<file path="src/rtl/mt_pkg.sv">
package mt_pkg;

  typedef enum logic [2:0] {
    RK_NONE  = 3'd0,
    RK_START = 3'd1,
    RK_CTRL  = 3'd2,
    RK_CNT   = 3'd3,
    RK_CMP   = 3'd4
  } reg_kind_e;

  localparam int FLAG_BIT = 7;
  localparam int IE_BIT   = 6;
  localparam int REGS_PER_CH = 3;
  localparam int CH_BASE_WORD = 1;

endpackage

</file>
<file path="src/rtl/mt_regdec.sv">
module mt_regdec
  import mt_pkg::*;
#(
  parameter int NUM_CH = 2,
  parameter int ADDR_W = 4,
  parameter int CH_W   = 1
) (
  input  logic              clk,
  input  logic              rst,
  input  logic [ADDR_W-1:0] addr_i,
  input  logic              we_i,
  output logic              start_we_o,
  output logic [NUM_CH-1:0] ctrl_we_o,
  output logic [NUM_CH-1:0] cnt_we_o,
  output logic [NUM_CH-1:0] cmp_we_o,
  output reg_kind_e         rd_kind_o,
  output logic [CH_W-1:0]   rd_ch_o
);

  logic [NUM_CH-1:0] ctrl_hit, cnt_hit, cmp_hit;

  for (genvar n = 0; n < NUM_CH; n++) begin : g_hit
    localparam int BASE = CH_BASE_WORD + REGS_PER_CH * n;
    assign ctrl_hit[n] = (addr_i == ADDR_W'(BASE));
    assign cnt_hit[n]  = (addr_i == ADDR_W'(BASE + 1));
    assign cmp_hit[n]  = (addr_i == ADDR_W'(BASE + 2));
  end

  assign start_we_o = we_i && (addr_i == '0);
  assign ctrl_we_o  = we_i ? ctrl_hit : '0;
  assign cnt_we_o   = we_i ? cnt_hit  : '0;
  assign cmp_we_o   = we_i ? cmp_hit  : '0;

  always_comb begin
    rd_kind_o = RK_NONE;
    rd_ch_o   = '0;
    if (addr_i == '0) rd_kind_o = RK_START;
    for (int n = 0; n < NUM_CH; n++) begin
      if (ctrl_hit[n]) begin rd_kind_o = RK_CTRL; rd_ch_o = CH_W'(n); end
      if (cnt_hit[n])  begin rd_kind_o = RK_CNT;  rd_ch_o = CH_W'(n); end
      if (cmp_hit[n])  begin rd_kind_o = RK_CMP;  rd_ch_o = CH_W'(n); end
    end
  end

  // a write reaches at most one register
  p_one_target_r2: assert property (@(posedge clk) disable iff (rst)
    $onehot0({start_we_o, ctrl_we_o, cnt_we_o, cmp_we_o}));

endmodule

</file>
<file path="src/rtl/mt_prescaler.sv">
module mt_prescaler #(
  parameter int SEL_W    = 2,
  parameter int LOG_BASE = 3,
  parameter int LOG_STEP = 2,
  parameter int PRE_W    = LOG_BASE + LOG_STEP * ((1 << SEL_W) - 1)
) (
  input  logic             clk,
  input  logic             rst,
  input  logic             run_i,
  input  logic [SEL_W-1:0] sel_i,
  output logic             tick_o
);

  logic [PRE_W-1:0] pre_q;
  logic [PRE_W-1:0] lim;

  always_comb begin
    lim = PRE_W'((1 << (LOG_BASE + LOG_STEP * int'(sel_i))) - 1);
  end

  assign tick_o = run_i && (pre_q >= lim);

  always_ff @(posedge clk) begin
    if (rst || !run_i) begin
      pre_q <= '0;
    end else if (pre_q >= lim) begin
      pre_q <= '0;
    end else begin
      pre_q <= pre_q + 1'b1;
    end
  end

  // the smallest division is 8, so two ticks are never adjacent
  p_tick_spacing_r4: assert property (@(posedge clk) disable iff (rst)
    tick_o |=> !tick_o);

endmodule

</file>
<file path="src/rtl/mt_channel.sv">
module mt_channel
  import mt_pkg::*;
#(
  parameter int DW    = 16,
  parameter int SEL_W = 2
) (
  input  logic          clk,
  input  logic          rst,
  input  logic          run_i,
  input  logic          ctrl_we_i,
  input  logic          cnt_we_i,
  input  logic          cmp_we_i,
  input  logic [DW-1:0] wdata_i,
  output logic [DW-1:0] ctrl_o,
  output logic [DW-1:0] cnt_o,
  output logic [DW-1:0] cmp_o,
  output logic          irq_o
);

  logic             tick;
  logic             hit;
  logic             flag_q, ie_q;
  logic             flag_d, ie_d;
  logic [SEL_W-1:0] cks_q;
  logic [DW-1:0]    cnt_q, cmp_q;

  mt_prescaler #(.SEL_W(SEL_W)) u_pre (
    .clk    (clk),
    .rst    (rst),
    .run_i  (run_i),
    .sel_i  (cks_q),
    .tick_o (tick)
  );

  assign hit = tick && (cnt_q == cmp_q) && !cnt_we_i;

  always_comb begin
    flag_d = flag_q;
    ie_d   = ie_q;
    if (ctrl_we_i) begin
      ie_d = wdata_i[IE_BIT];
      if (!wdata_i[FLAG_BIT]) flag_d = 1'b0;
    end
    if (hit) flag_d = 1'b1;
  end

  always_ff @(posedge clk) begin
    if (rst) begin
      flag_q <= 1'b0;
      ie_q   <= 1'b0;
      cks_q  <= '0;
      irq_o  <= 1'b0;
    end else begin
      flag_q <= flag_d;
      ie_q   <= ie_d;
      irq_o  <= flag_d && ie_d;
      if (ctrl_we_i) cks_q <= wdata_i[SEL_W-1:0];
    end
  end

  always_ff @(posedge clk) begin
    if (rst) begin
      cnt_q <= '0;
    end else if (cnt_we_i) begin
      cnt_q <= wdata_i;
    end else if (hit) begin
      cnt_q <= '0;
    end else if (tick) begin
      cnt_q <= cnt_q + 1'b1;
    end
  end

  always_ff @(posedge clk) begin
    if (rst) begin
      cmp_q <= '1;
    end else if (cmp_we_i) begin
      cmp_q <= wdata_i;
    end
  end

  always_comb begin
    ctrl_o            = '0;
    ctrl_o[FLAG_BIT]  = flag_q;
    ctrl_o[IE_BIT]    = ie_q;
    ctrl_o[SEL_W-1:0] = cks_q;
  end

  assign cnt_o = cnt_q;
  assign cmp_o = cmp_q;

  // a stopped channel with no counter write keeps its count
  p_hold_stopped_r3: assert property (@(posedge clk) disable iff (rst)
    (!run_i && !cnt_we_i) |=> $stable(cnt_q));

  // the tick that finds counter == constant brings it back to zero
  p_wrap_zero_r5: assert property (@(posedge clk) disable iff (rst)
    hit |=> (cnt_q == '0));

  // a reload tick leaves the flag set
  p_flag_on_match_r6: assert property (@(posedge clk) disable iff (rst)
    hit |=> flag_q);

  // only a write with bit 7 low can drop the flag
  p_flag_sticky_r7: assert property (@(posedge clk) disable iff (rst)
    (flag_q && !(ctrl_we_i && !wdata_i[FLAG_BIT])) |=> flag_q);

  // the interrupt rises only after a match or an enable write
  p_irq_cause_r8: assert property (@(posedge clk) disable iff (rst)
    $rose(irq_o) |-> $past(hit || (ctrl_we_i && wdata_i[IE_BIT])));

  // a counter write lands unchanged, tick or not
  p_load_wins_r9: assert property (@(posedge clk) disable iff (rst)
    cnt_we_i |=> (cnt_q == $past(wdata_i)));

endmodule

</file>
<file path="src/rtl/match_timer.sv">
module match_timer
  import mt_pkg::*;
#(
  parameter int NUM_CH = 2,
  parameter int DW     = 16,
  parameter int ADDR_W = 4,
  parameter int SEL_W  = 2
) (
  input  logic              clk,
  input  logic              rst,
  input  logic [ADDR_W-1:0] bus_addr,
  input  logic [DW-1:0]     bus_wdata,
  input  logic              bus_we,
  output logic [DW-1:0]     rd_data,
  output logic [NUM_CH-1:0] irq
);

  localparam int CH_W = (NUM_CH > 1) ? $clog2(NUM_CH) : 1;

  logic              start_we;
  logic [NUM_CH-1:0] ctrl_we, cnt_we, cmp_we;
  reg_kind_e         rd_kind;
  logic [CH_W-1:0]   rd_ch;
  logic [NUM_CH-1:0] run_q;
  logic [DW-1:0]     ctrl_w [NUM_CH];
  logic [DW-1:0]     cnt_w  [NUM_CH];
  logic [DW-1:0]     cmp_w  [NUM_CH];

  mt_regdec #(.NUM_CH(NUM_CH), .ADDR_W(ADDR_W), .CH_W(CH_W)) u_dec (
    .clk        (clk),
    .rst        (rst),
    .addr_i     (bus_addr),
    .we_i       (bus_we),
    .start_we_o (start_we),
    .ctrl_we_o  (ctrl_we),
    .cnt_we_o   (cnt_we),
    .cmp_we_o   (cmp_we),
    .rd_kind_o  (rd_kind),
    .rd_ch_o    (rd_ch)
  );

  always_ff @(posedge clk) begin
    if (rst) begin
      run_q <= '0;
    end else if (start_we) begin
      run_q <= bus_wdata[NUM_CH-1:0];
    end
  end

  for (genvar n = 0; n < NUM_CH; n++) begin : g_ch
    mt_channel #(.DW(DW), .SEL_W(SEL_W)) u_ch (
      .clk       (clk),
      .rst       (rst),
      .run_i     (run_q[n]),
      .ctrl_we_i (ctrl_we[n]),
      .cnt_we_i  (cnt_we[n]),
      .cmp_we_i  (cmp_we[n]),
      .wdata_i   (bus_wdata),
      .ctrl_o    (ctrl_w[n]),
      .cnt_o     (cnt_w[n]),
      .cmp_o     (cmp_w[n]),
      .irq_o     (irq[n])
    );
  end

  always_ff @(posedge clk) begin
    if (rst) begin
      rd_data <= '0;
    end else begin
      unique case (rd_kind)
        RK_START: rd_data <= DW'(run_q);
        RK_CTRL:  rd_data <= ctrl_w[rd_ch];
        RK_CNT:   rd_data <= cnt_w[rd_ch];
        RK_CMP:   rd_data <= cmp_w[rd_ch];
        default:  rd_data <= '0;
      endcase
    end
  end

endmodule

</file>
<file path="config.mk">
export PLATFORM = sky130hd
export DESIGN_NAME = match_timer
export DESIGN_NICKNAME = d
export VERILOG_FILES = /design/src/rtl/mt_pkg.sv /design/src/rtl/mt_regdec.sv /design/src/rtl/mt_prescaler.sv /design/src/rtl/mt_channel.sv /design/src/rtl/match_timer.sv
export SDC_FILE = /design/constraint.sdc
export NUM_CORES = 1
export LEC_CHECK = 0
export CORE_MARGIN = 2
export CORE_UTILIZATION = 44
export CTS_CLUSTER_SIZE = 24
export DETAILED_ROUTE_END_ITERATION = 12
export PLACE_DENSITY = 0.75
export SKIP_CTS_REPAIR_TIMING = 1
export SYNTH_ARGS = -nofsm -noshare
export SYNTH_HDL_FRONTEND = slang
export SYNTH_SLANG_ARGS = --single-unit
</file>
<file path="constraint.sdc">
create_clock -name clk -period 2.2 [get_ports clk]
set_input_delay 0.44 -clock clk [delete_from_list [all_inputs] [get_ports clk]]
set_output_delay 0.44 -clock clk [all_outputs]
set_load 0.02 [all_outputs]
</file>
# Word-level counts from Yosys, hierarchy flattened
# Index checks and enable logic that the tools add are counted.
totals:
  in_bits: 23
  output_inout_bits: 18
  elab_cells: 99
  ff_bits: 110
classes:
  n_bitwise: 1
  n_eq_ne: 12
  add_sub_neg: 8
  reduce_logical: 20
  mux: 37
  shifts: 2
  order_cmp: 3
op_table:
  columns: ["operator", "count"]
  rows:
  - ["$mux W16", 14]
  - ["$pmux W16 S4", 1]
  - ["$add A16 B1 Y16 const B", 2]
  - ["$eq A16 B16 Y1", 2]
  - ["$add A9 B1 Y9 const B", 2]
  - ["$ge A9 B9 Y1", 2]
  - ["$shl A1 B4 Y9 const A", 2]
  - ["$sub A9 B2 Y9 const B", 2]
  - ["$mux W3", 5]
  - ["$eq A4 B3 Y1 const B", 3]
  - ["$mux W1", 12]
  - ["$logic_and A1 B1 Y1", 9]
  - ["$add A2 B3 Y4 const A", 2]
  - ["$eq A4 B2 Y1 const B", 2]
  - ["$mux W2", 4]
  - ["$mux W8", 1]
  - ["$eq A3 B2 Y1 const B", 2]
  - ["$reduce_bool A3 Y1", 2]
  - ["$eq A4 B1 Y1 const B", 1]
  - ["$logic_not A1 Y1", 4]
  - ["$logic_not A4 Y1", 1]
  - ["$reduce_or A2 Y1", 2]
  - ["$eq A3 B1 Y1 const B", 1]
  - ["$eq A3 B3 Y1 const B", 1]
  - ["3 further kinds", 4]

# Logic depth before layout (Yosys ltp)
logic_depth:
  depth_word: 10
  depth_mapped: 9
  mapped_depth_nobuf: 8

# By module
# From an unflattened synthesis, not the netlist that was laid out.
unflattened:
  hier_cells: 736
  area_unflattened_um2: 6731.5
modules_own_cells:
  columns: ["mod", "cells_per_inst", "n_inst", "seq_area_each_um2", "area_each_um2"]
  rows:
  - ["mt_channel", 223, 2, 740.7, 2083.2]
  - ["match_timer", 137, 1, 360.3, 1297.5]
  - ["mt_prescaler", 65, 2, 180.2, 563.0]
  - ["mt_regdec", 23, 1, 0.0, 141.4]

# Worst setup path before layout
# OpenSTA, ideal clock, no wires.
synth_path:
  kind: "register to register"
  from: "register g_ch[0].u_ch.cks_q[1]"
  to: "register g_ch[0].u_ch.cnt_q[9]"
  path_stages_with_launch: 10
  path_buffers: 1
  arrival_time_ps: 2015
  period_less_slack_ps: 2144
  t_required_ps: 2071
  setup_time_ps: 129
  setup_slack_ps: 56
  path_cell_list: "dfxtp_1 > nand2_1 > ha_1 > and4_1 > and2_1 > a22oi_1 > clkbuf_1 > nand2_1 > a41oi_1 > o31ai_1"
synth_via:
  elab_chain_len: 9
  word_cells_on_any_way: 10
  classes_between: "add/sub: 2; order compare: 1; shift: 1; mux: 2; reduce/logical: 4"
synth_lines:
  columns: ["item", "line_no", "rtl"]
  rows:
  - ["from (decl)", "mt_channel.sv:24", "logic [SEL_W-1:0] cks_q;"]
  - ["from (signal assigned)", "mt_channel.sv:57", "if (ctrl_we_i) cks_q <= wdata_i[SEL_W-1:0];"]
  - ["$add A2 B3 Y4 (*)", "mt_prescaler.sv:18", "lim = PRE_W'((1 << (LOG_BASE + LOG_STEP * int'(sel_i))) - 1);"]
  - ["$shl A1 B4 Y9 (*)", "mt_prescaler.sv:18", null]
  - ["$sub A9 B2 Y9 (*)", "mt_prescaler.sv:18", null]
  - ["$ge A9 B9 Y1 (*)", "mt_prescaler.sv:21", "assign tick_o = run_i && (pre_q >= lim);"]
  - ["$logic_and A1 B1 Y1 (*)", "mt_prescaler.sv:21", null]
  - ["$logic_and A1 B1 Y1 (2 in a row)", "mt_channel.sv:35", "assign hit = tick && (cnt_q == cmp_q) && !cnt_we_i;"]
  - ["$mux W16", "mt_channel.sv:66", "end else if (hit) begin"]
  - ["$mux W16", "mt_channel.sv:64", "end else if (cnt_we_i) begin"]
  - ["to (signal assigned)", "mt_channel.sv:65", "cnt_q <= wdata_i;"]
  - ["to (signal assigned)", "mt_channel.sv:69", "cnt_q <= cnt_q + 1'b1;"]
  - ["to (decl)", "mt_channel.sv:25", "logic [DW-1:0] cnt_q, cmp_q;"]
# Mark *: on every way between the ends. The rest lies on a longest branch, timed or not.
# A chain may end at the register's enable or synchronous reset.

# Final worst setup path
layout_path:
  from: "register g_ch[0].u_ch.cks_q[1]"
  to: "register g_ch[0].u_ch.cnt_q[1]"
# The elaborated chain is that of the path after synthesis.

==> summary.md <==
| Metric | Value |
|---|---|
| Outcome | `finished with violations` |
| Failing checks | `negative setup slack` |
| Post-Route WL | `18.3 mm` |
| GPL Wtd Cong | `roughly 0.94` |
| Synthesis-stage register bit count | `110` |
| Rows | `between 40 and 50` |
| GRT overflow | `0` |
| Residual DRC count | `0` |
| CTS tree | `done` |
| ANT cells | `0` |
| Die Height | `122 um` |
| Pwr/cell area | `540 nW/um^2` |
| Post-synth ARST share | `0%` |
| Initial antenna violation count | `0` |
| Sink Count | `110` |
| Initial core utilization | `44.6%` |
| Wire per inst | `17.8 um` |
| Switch share | `26.5%` |
| Sw power | `around 0.0011 W` |
| Unrepaired setup endpoints after global routing | `yes` |
| IO Pins | `approximately 40` |
| Share of total power in the clock network | `37.7%` |
| DIE WIDTH | `122 um` |
| Fin crit share | `100%` |
| EDFF count, synth | `0` |
| Die area | `14900 um^2` |
| Post-Synthesis Cell Area | `6110 um^2` |
| Register area | `2220 um^2` |
| CP Data Arrival Time | `about 2.4 ns` |
| Sequential fraction of the synthesis area | `36.0%` |
| Buffers and inverters on the worst path | `2` |
| Setup CP Type | `reg -> reg` |
| Hold Vio Cnt, Final | `0` |
| CP Launch Type | `flip-flop` |
| Fillers | `1184` |
| First-pass detailed-route iteration total | `5` |
| Comb power frac | `12.5%` |
| Final setup fails | `1` |
| Hold WS | `0.477 ns` |
| Vias | `6011` |
| Post-DP HPWL | `13.1 mm` |
| CP max stage delay | `approximately 0.40 ns` |
| Tmin final | `2.21 ns` |
| Worst skew pair latency | `0.35 ns` |
| CTS Buf Count | `9` |
| Via density per instance | `between 5 and 6` |
| Skew final | `0.00962 ns` |
| Core area | `13700 um^2` |
| Mean post-synth cell area | `8.15 um^2` |
| Setup WS post-layout | `-0.00849 ns` |
| Fmax | `0.453 GHz` |
| Max Cap Viol | `0` |
| Worst slew pin tran | `0.511 ns` |
| First-pass GRT wire length | `28.0 mm` |
| Crit path cell chain | `nand2_4, ha_4, and4_1, and2_4, a22oi_2, buf_4, nor3_4, buf_6, a222oi_1, nor2_1` |
| Cell internal pwr | `0.00309 W` |
| Largest net degree at the start of global routing | `34` |
| Ys Warns | `0` |
| I/O Buffers | `40` |
| Top delay family on crit path | `simple AND/OR/NAND/NOR gates` |
| Share of power burned in registers | `49.7%` |
| Ys flop type | `dfxtp_1` |
| Crit Path Max Fanout | `5` |
| Fin. max-slew vios | `0` |
| Buffer type at the clock tree root | `clkbuf_16` |
| Critical Path End Type | `flip-flop` |
| Yosys cell types | `61` |
| P_leak | `roughly 3 nW` |
| Layout Nets | `888` |
| Final TNS setup | `-0.00849 ns` |
| Hold crit path type | `reg -> reg` |
| Slew HR | `around 66%` |
| Htree depth | `3` |
| R2R setup slack | `-0.008 ns` |
| Layout cells sized above 1 | `17.6%` |
| Worst vdd rail ir drop | `0.421 mV` |
| WP data required | `2.43 ns` |
| Number of global-route vias before repair | `5390` |
| Clk slew on worst S/H paths | `0.07 ns` |
| Post-DRT Antenna Nets | `0` |
| Clk buf depth | `2` |
| Layout area overhead | `27.2%` |
| Synth Instances | `750` |
| Slowest-stage cell, CP | `dfxtp_4` |
| 1st-iter DRT viols | `749` |
| GRT Overall Usage | `24.0%` |
| Multi-input logic area | `just under 4000 um^2` |
## sequential cells by signal, indices dropped and copies added (netlist names)
register / count
rd_data: 16
g_ch.u_ch.flag_q: 2
g_ch.u_ch.cnt_o: 32
g_ch.u_ch.cks_q: 4
g_ch.u_ch.cmp_o: 32
g_ch.u_ch.ie_q: 2
g_ch.u_ch.u_pre.pre_q: 18
run_q: 2
g_ch.u_ch.irq_o: 2
## worst register-to-register path, cell delays in order (launching register included)
cell      delay (ns)
dfxtp_4         0.40
nand2_4         0.08
ha_4            0.22
and4_1          0.23
and2_4          0.17
a22oi_2         0.27
buf_4           0.18
nor3_4          0.04
buf_6           0.14
a222oi_1        0.28
nor2_1          0.08
## power by group through the flow
stage	combinational, W	clock [W]	sequential, W
after floorplan	0.000278	0	0.00213
after global routing	0.000559	0.00166	0.00210
final	0.000527	0.00159	0.00209
after CTS	0.000505	0.00159	0.00209
after detailed placement	0.000503	0	0.00214
after global placement	0.000494	0	0.00214
## per-layer routing
layer  vias up  track usage, %  part of all wire [%]
met1      2840            33.3                    43
met3        32            3.18                   8.2
met2       299            38.5                    47
met5         -               0                     0
met4         0            7.90                   2.4
li1       2840               -                     -
## cells in the mapped netlist, types with 4 or more instances
cell | instances | area share [%]
a31oi_1 | 14 | 1.4
nor2_1 | 60 | 3.7
nand2_1 | 118 | 7.2
nor4_1 | 6 | 0.61
clkbuf_1 | 32 | 2.0
and3_1 | 8 | 0.82
a21oi_1 | 23 | 1.9
a32oi_1 | 5 | 0.72
and4_1 | 4 | 0.57
o21a_1 | 4 | 0.49
o22ai_1 | 13 | 1.3
nand4_1 | 14 | 1.4
xor2_1 | 8 | 1.1
nand3_1 | 37 | 3.0
or3_1 | 6 | 0.61
and2_1 | 22 | 2.3
a311oi_1 | 5 | 0.72
xnor2_1 | 44 | 6.3
ha_1 | 20 | 4.1
nor3_1 | 12 | 0.98
nor2b_1 | 7 | 0.72
mux2i_1 | 32 | 5.2
inv_1 | 10 | 0.61
a221oi_1 | 7 | 1.0
o21ai_1 | 5 | 0.41
dfxtp_1 | 110 | 36
buf_2 | 12 | 0.98
nand3b_1 | 37 | 4.5
o21ai_0 | 25 | 2.0
## metrics by stage
step           std cells  instance area (um^2)  utilization [%]  total power [W]  setup WS [ns]
2_1_floorplan        751                  6120                -          0.00241         0.0555
3_5_place_dp        1007                  7220             52.6          0.00264         -0.275
3_3_place_gp        1007                  7220             52.6          0.00263         -0.193
4_1_cts             1023                  7500             54.7          0.00419         -0.148
6_report            1030                  7780             56.7          0.00420       -0.00849
5_1_grt             1030                  7780             56.7          0.00432        -0.0742
## worst paths after layout
check        depth (start not counted)                          end                         from
max                                 10        g_ch[0].u_ch.cnt_o[1]        g_ch[0].u_ch.cks_q[1]
min                                  1  g_ch[1].u_ch.u_pre.pre_q[0]  g_ch[1].u_ch.u_pre.pre_q[0]
max reg2reg                         10        g_ch[0].u_ch.cnt_o[1]        g_ch[0].u_ch.cks_q[1]
min reg2reg                          1  g_ch[1].u_ch.u_pre.pre_q[0]  g_ch[1].u_ch.u_pre.pre_q[0]
## layout by cell type, fill, tap and decap left out, types with 4 or more instances in the layout
cell type and n:
clkbuf_16 9, o21a_1 4, xor2_1 8, nor3_1 10, nand3b_1 37, nor2b_1 7, nand2_1 116, dfxtp_4 4
nand3_1 37, mux2i_1 32, and4_1 4, a311oi_1 5, or3_1 6, clkdlybuf4s50_1 38, a221oi_1 6, dfxtp_1 106
and3_1 8, nor4_1 6, ha_1 13, inv_1 9, buf_4 85, nor2_1 57, and2_1 21, o21ai_0 20
ha_4 7, o21ai_1 9, o22ai_1 13, a31oi_1 14, xnor2_1 44, nand4_1 14, a21oi_1 21, a32oi_1 4
buf_6 5
## cells by family after synthesis
kind of cell	synth area share, %
fa+ha+maj	4.09
compound gates	13.4
simple gates	29.4
xor+xnor	7.45
buf+inv	4.11
other cells	0.0613
flops	36.0
mux	5.42
## cell type report
type | count | area share (%)
Multi-Input combinational cell | 581 | 49.7
Sequential cell | 110 | 28.5
Clock inverter | 6 | 0.563
Tap cell | 180 | 2.90
Timing Repair Buffer | 133 | 14.8
Clock buffer | 10 | 3.07
Inverter | 10 | 0.483
No activity file was read; power rests on OpenSTA's default activity.
